$ cat src/rtl/cap_pkg.sv
package cap_pkg;

    typedef enum logic [1:0] {
        FMT_YUV444  = 2'd0,
        FMT_YUV422  = 2'd1,
        FMT_RGB     = 2'd2,
        FMT_GENERIC = 2'd3
    } cap_fmt_e;

    // Number of preamble words ahead of the XY word of a timing code
    localparam int unsigned PRE_LEN  = 3;
    localparam logic [7:0]  PRE_HEAD = 8'hFF;
    localparam logic [7:0]  PRE_ZERO = 8'h00;

    typedef struct packed {
        logic act;
        logic sof;
        logic sol;
    } cap_mark_t;

    function automatic logic [3:0] xy_guard(input logic f, input logic v, input logic h);
        return {v ^ h, f ^ h, f ^ v, f ^ v ^ h};
    endfunction

    function automatic logic xy_sound(input logic [7:0] xy);
        return xy[7] && (xy[3:0] == xy_guard(xy[6], xy[5], xy[4]));
    endfunction

endpackage

$ cat src/rtl/cap_nibble_asm.sv
module cap_nibble_asm #(
    parameter int unsigned PIX_W = 10
) (
    input  logic             clk,
    input  logic             rst,
    input  logic             nibble_mode,
    input  logic             pin_mode,
    input  logic [PIX_W-1:0] bus_data,
    input  logic             bus_vs,
    input  logic             bus_hs,
    output logic             a_valid,
    output logic [PIX_W-1:0] a_data,
    output logic             a_vs,
    output logic             a_hs
);
    logic       phase_q;
    logic [3:0] hi_q;
    logic       vs_q, hs_q;
    logic       pin_edge;
    logic       eff_phase;
    logic [PIX_W-1:0] nib_word;

    assign pin_edge  = pin_mode && ((bus_vs != vs_q) || (bus_hs != hs_q));
    assign eff_phase = pin_edge ? 1'b0 : phase_q;

    always_comb begin
        nib_word      = '0;
        nib_word[7:0] = {hi_q, bus_data[3:0]};
    end

    always_ff @(posedge clk) begin
        if (rst) begin
            phase_q <= 1'b0;
            hi_q    <= '0;
            vs_q    <= 1'b0;
            hs_q    <= 1'b0;
            a_valid <= 1'b0;
            a_data  <= '0;
            a_vs    <= 1'b0;
            a_hs    <= 1'b0;
        end else begin
            vs_q <= bus_vs;
            hs_q <= bus_hs;
            a_vs <= bus_vs;
            a_hs <= bus_hs;
            if (!nibble_mode) begin
                a_valid <= 1'b1;
                a_data  <= bus_data;
                phase_q <= 1'b0;
            end else if (!eff_phase) begin
                hi_q    <= bus_data[3:0];
                phase_q <= 1'b1;
                a_valid <= 1'b0;
            end else begin
                a_valid <= 1'b1;
                a_data  <= nib_word;
                phase_q <= 1'b0;
            end
        end
    end

    // full-rate capture delivers a sample on every clock
    assert_full_rate_R1: assert property (@(posedge clk) disable iff (rst)
        !nibble_mode |=> a_valid);

    // nibble capture never delivers on two clocks in a row
    assert_half_rate_R2: assert property (@(posedge clk) disable iff (rst)
        (nibble_mode && a_valid) |=> !a_valid);

endmodule

$ cat src/rtl/cap_sync_dec.sv
module cap_sync_dec
    import cap_pkg::*;
#(
    parameter int unsigned PIX_W = 10
) (
    input  logic             clk,
    input  logic             rst,
    input  logic             embedded,
    input  logic             a_valid,
    input  logic [PIX_W-1:0] a_data,
    input  logic             a_vs,
    input  logic             a_hs,
    output logic             o_valid,
    output logic [PIX_W-1:0] o_data,
    output logic             o_sof,
    output logic             o_sol,
    output logic             code_err
);
    localparam int unsigned LAST = PRE_LEN - 1;

    logic [PIX_W-1:0] win_d [PRE_LEN];
    cap_mark_t        win_m [PRE_LEN];
    logic             line_open_q;
    logic             sof_pend_q, sol_pend_q;
    logic             pre_hit;
    logic             cur_act;
    cap_mark_t        new_mark;
    logic [7:0]       xy;

    assign xy = a_data[7:0];

    // Preamble: oldest window word is the head, younger ones are zero
    always_comb begin
        pre_hit = embedded;
        for (int i = 0; i < PRE_LEN; i++) begin
            if (i == LAST) pre_hit = pre_hit && (win_d[i][7:0] == PRE_HEAD);
            else           pre_hit = pre_hit && (win_d[i][7:0] == PRE_ZERO);
        end
    end

    always_comb begin
        if (embedded) cur_act = line_open_q && !pre_hit;
        else          cur_act = a_vs && a_hs;
        new_mark.act = cur_act;
        new_mark.sof = cur_act && sof_pend_q;
        new_mark.sol = cur_act && sol_pend_q;
    end

    always_ff @(posedge clk) begin
        if (rst) begin
            for (int i = 0; i < PRE_LEN; i++) begin
                win_d[i] <= '0;
                win_m[i] <= '0;
            end
            line_open_q <= 1'b0;
            sof_pend_q  <= 1'b0;
            sol_pend_q  <= 1'b0;
            o_valid     <= 1'b0;
            o_data      <= '0;
            o_sof       <= 1'b0;
            o_sol       <= 1'b0;
            code_err    <= 1'b0;
        end else begin
            code_err <= 1'b0;
            if (!a_valid) begin
                o_valid <= 1'b0;
                o_sof   <= 1'b0;
                o_sol   <= 1'b0;
            end else begin
                o_valid <= win_m[LAST].act && !pre_hit;
                o_sof   <= win_m[LAST].sof && !pre_hit;
                o_sol   <= win_m[LAST].sol && !pre_hit;
                o_data  <= win_d[LAST];
                for (int i = LAST; i > 0; i--) begin
                    win_d[i] <= win_d[i-1];
                    win_m[i] <= pre_hit ? '0 : win_m[i-1];
                end
                win_d[0] <= a_data;
                win_m[0] <= new_mark;

                if (cur_act) begin
                    sof_pend_q <= 1'b0;
                    sol_pend_q <= 1'b0;
                end
                if (!embedded) begin
                    if (!a_vs) sof_pend_q <= 1'b1;
                    if (!a_hs) sol_pend_q <= 1'b1;
                end else if (pre_hit) begin
                    if (xy_sound(xy)) begin
                        line_open_q <= !xy[5] && !xy[4];
                        if (xy[5]) sof_pend_q <= 1'b1;
                        if (!xy[5] && !xy[4]) sol_pend_q <= 1'b1;
                    end else begin
                        code_err <= 1'b1;
                    end
                end
            end
        end
    end

    // the markers only ride on a delivered sample
    assert_sof_on_valid_R7: assert property (@(posedge clk) disable iff (rst)
        o_sof |-> o_valid);
    assert_sol_on_valid_R7: assert property (@(posedge clk) disable iff (rst)
        o_sol |-> o_valid);

    // a code error can only follow a clock spent in embedded mode
    assert_err_embedded_R6: assert property (@(posedge clk) disable iff (rst)
        code_err |-> $past(embedded));

    // output only moves on a clock that carried an input sample
    assert_valid_follows_input_R5: assert property (@(posedge clk) disable iff (rst)
        o_valid |-> $past(a_valid));

endmodule

$ cat src/rtl/cam_capture_top.sv
module cam_capture_top
    import cap_pkg::*;
#(
    parameter int unsigned PIX_W = 10
) (
    input  logic             clk,
    input  logic             rst,
    input  logic             cfg_embedded,
    input  logic             cfg_nibble,
    input  logic [1:0]       cfg_format,
    input  logic [PIX_W-1:0] bus_data,
    input  logic             bus_vsync,
    input  logic             bus_hsync,
    input  logic             out_ready,
    output logic             out_valid,
    output logic [PIX_W-1:0] out_data,
    output logic             out_sof,
    output logic             out_sol,
    output logic [1:0]       out_fmt,
    output logic             code_err,
    output logic             overflow
);
    logic             a_valid;
    logic [PIX_W-1:0] a_data;
    logic             a_vs, a_hs;
    cap_fmt_e         fmt_q;

    cap_nibble_asm #(.PIX_W(PIX_W)) asm_i (
        .clk        (clk),
        .rst        (rst),
        .nibble_mode(cfg_nibble),
        .pin_mode   (!cfg_embedded),
        .bus_data   (bus_data),
        .bus_vs     (bus_vsync),
        .bus_hs     (bus_hsync),
        .a_valid    (a_valid),
        .a_data     (a_data),
        .a_vs       (a_vs),
        .a_hs       (a_hs)
    );

    cap_sync_dec #(.PIX_W(PIX_W)) dec_i (
        .clk     (clk),
        .rst     (rst),
        .embedded(cfg_embedded),
        .a_valid (a_valid),
        .a_data  (a_data),
        .a_vs    (a_vs),
        .a_hs    (a_hs),
        .o_valid (out_valid),
        .o_data  (out_data),
        .o_sof   (out_sof),
        .o_sol   (out_sol),
        .code_err(code_err)
    );

    always_ff @(posedge clk) begin
        if (rst) begin
            fmt_q    <= FMT_YUV444;
            overflow <= 1'b0;
        end else begin
            fmt_q <= cap_fmt_e'(cfg_format);
            if (out_valid && !out_ready) overflow <= 1'b1;
        end
    end

    assign out_fmt = fmt_q;

    // overflow is sticky and set by an unaccepted sample
    assert_overflow_sticky_R9: assert property (@(posedge clk) disable iff (rst)
        overflow |=> overflow);
    assert_overflow_set_R9: assert property (@(posedge clk) disable iff (rst)
        (out_valid && !out_ready) |=> overflow);

endmodule

$ cat config.mk
export PLATFORM = sky130hd
export DESIGN_NAME = cam_capture_top
export DESIGN_NICKNAME = d
export VERILOG_FILES = /design/src/rtl/cap_pkg.sv /design/src/rtl/cap_nibble_asm.sv /design/src/rtl/cap_sync_dec.sv /design/src/rtl/cam_capture_top.sv
export SDC_FILE = /design/constraint.sdc
export NUM_CORES = 1
export LEC_CHECK = 0
export BUFFER_PORTS_ARGS = -buffer_cell sky130_fd_sc_hd__buf_2
export CAP_MARGIN = 20
export CORE_UTILIZATION = 40
export CTS_CLUSTER_DIAMETER = 150
export DETAILED_ROUTE_END_ITERATION = 12
export SLEW_MARGIN = 10
export SYNTH_ARGS = -nofsm -noshare
export SYNTH_HDL_FRONTEND = slang
export SYNTH_SLANG_ARGS = --single-unit
$ cat constraint.sdc
create_clock -name clk -period 2.8 [get_ports clk]
set_input_delay 0.56 -clock clk [delete_from_list [all_inputs] [get_ports clk]]
set_output_delay 0.56 -clock clk [all_outputs]
set_load 0.1 [all_outputs]
==> run metrics <==
number of setup violations in the final report 0; drt pass-1 iters 4; crit path kind reg2reg; mapped cell area 0.002985 sq mm; Synth Flop Type edfxtp_1; worst endpoint required time 2910 ps; Max Cap Viol 0; CTS root buf clkbuf_8; EDFF count, synth 39; number of gates resized after cts 0; Net Sw Frac 26.09%; Logic pwr share 9.9%; grt ovf 0; clock slew at reported path FFs 80 ps; setup TNS 0 ps; Yosys warning total 0; Worst Path Arrival 2160 ps; wire per inst 12.13 um; Worst Hold Class in2reg; sequential power share 57.7%; most frequent cells after synthesis edfxtp_1 (39), and2_1 (38), dfxtp_1 (38); skew final 8.777 ps; P_int 0.001640 W; clk sinks 77; Synth async-reset ratio 0%; Port Buffers 35; Final min period 2054 ps; Least-Margin Pin Slew 595.1 ps; routability cong. 0.7868; Clk Latency, worst-skew pair 350 ps; H-tree depth 3; Initial DRC Count 86; area of the die 0.007813 sq mm; sequential share of the synthesized area 64.71%; clock buffer depth 2; total core area 0.007214 sq mm; Slew HR 60.33%; Fin. Hold Viols 0; largest net degree at the start of global routing 29; leading post-synthesis cells by cell area edfxtp_1 (39%), dfxtp_1 (25%), and2_1 (8.0%); Layout Area Growth over Synthesis 15.17%; top cell type's share of synthesized area 39.23%; RSZ-0062 raised after global routing false; Rows 31; share of cells above drive strength 1 20.55%; DR vias 1,821; nets@finish 307; synthesis-stage register bit count 77; outcome completed; Post-DP HPWL 3101 um; die span in x 88.39 um; post-synthesis area per instance 11.94 sq um; PwrDens 645.2 mW/mm^2; antenna violations before repair 0; ANT nets after route 0; Core Util, Final 47.66%; drt via density 4.657; CTS tree built; DR DRC count 0; CP endpoint kind flop; Post-Route WL 4743 um; Clock power frac 32.5%; cts hold-fix bufs 0; Num CTS Buffers 9; Die H 88.39 um; cell count after synthesis 250; Unique masters post-synth 34; first-pass GRT wire length 8142 um; post-CTS setup repair buffer count 0; Antenna diodes 0; Yosys top cell by area edfxtp_1; number of global-route vias before repair 1,765; boundary pin count 36; Fillers 694; Max Slew Vio Count 0; f_max 486.9 MHz; final total power 0.002218 W; Hold Slack 423.6 ps; CP Max Fanout 9; period utilisation layout 73.35%; worst vdd ir 323.2 uV; Sw Pwr 0.0005788 W; most numerous cell in the Yosys netlist edfxtp_1; Starting Density 41.38%; startpoint class of the critical path flop; Synth Net Count 270; Global Route Usage Sum 14.16%; P_leak 1.423 nW
[per-layer routing]
layer / up-vias / routed length [um] / track usage (%)
li1: 940 / - / -
met1: 829 / 2281 / 17.27
met2: 45 / 2150 / 22.45
met3: 7 / 221 / 4.851
met4: 0 / 90 / 7.038
met5: - / 0 / 0
[metrics by stage]
stage          cells  area [sq um]  setup slack [ps]
2_1_floorplan    250          2985             748.4
3_3_place_gp     375          3273             721.1
3_5_place_dp     375          3273             662.8
4_1_cts          391          3438             704.2
5_1_grt          391          3438             579.1
6_report         391          3438             746.1
[cells by family after synthesis]
logic type / synth area share, %
AOI/OAI and AO/OA: 5.197
xor gates and xnor gates: 2.054
adders and majority gates: 0.4190
buffers and inverters: 2.556
DFF: 64.71
muxes: 5.700
and+or+nand+nor: 19.36
[power groups by stage]
stage	Sequential [W]	Combinational (W)	Clock, W
floorplan	0.00136	0.000109	0
global placement	0.00131	0.000219	0
detailed placement	0.00131	0.000221	0
CTS	0.00128	0.000222	0.000744
global route	0.00129	0.000241	0.000782
finish	0.00128	0.000219	0.000720
[final timing paths]
path	startpoint	cells after the start	slack (ps)	end
setup / recovery	dec_i.win_d[0][3]	5	750	dec_i.win_m[0][3]
setup reg to reg	dec_i.win_d[0][3]	5	750	dec_i.win_m[0][3]
hold / removal	cfg_format[1]	2	420	out_fmt[1]
hold reg to reg	dec_i.win_m[0][8]	1	440	dec_i.o_valid
[flip-flops by register name, indices dropped and copies added (netlist names), 2 cells and up]
| register | cells |
|---|---|
| out_fmt | 2 |
| dec_i.win_d | 30 |
| asm_i.hi_q | 4 |
| asm_i.a_data | 10 |
| dec_i.win_m | 9 |
| dec_i.o_data | 10 |
[cells in the final DEF, fill, tap and decap left out, types with 3 or more instances in the layout]
master,count
nand2b_1,4
a21oi_1,11
xnor2_1,5
nand3_1,10
inv_1,6
nor2_1,23
nand2_1,10
buf_2,35
clkinv_2,3
and2_1,38
nor3_1,3
mux2i_1,17
dfxtp_1,38
clkbuf_8,9
and3_1,3
buf_4,3
edfxtp_1,39
a211oi_1,5
nor2b_1,5
[critical path, cell delays in order, from the launching register on]
cell and delay [ps]:
edfxtp_1 400, nand4b_1 220, or4_1 540, nor3_4 300
nor2_1 170, and2_1 190
[cell type report]
cell class,instances,area [sq um],area share [%]
clock buffers,10,127.6,3.712
clock inverters,6,37.54,1.092
inverters,6,22.52,0.6550
multi-input cells,154,977.2,28.42
flip-flops and latches,77,1932,56.19
well taps,99,123.9,3.603
repair buffers,39,217.7,6.332
Power figures use the tool's default switching activity.
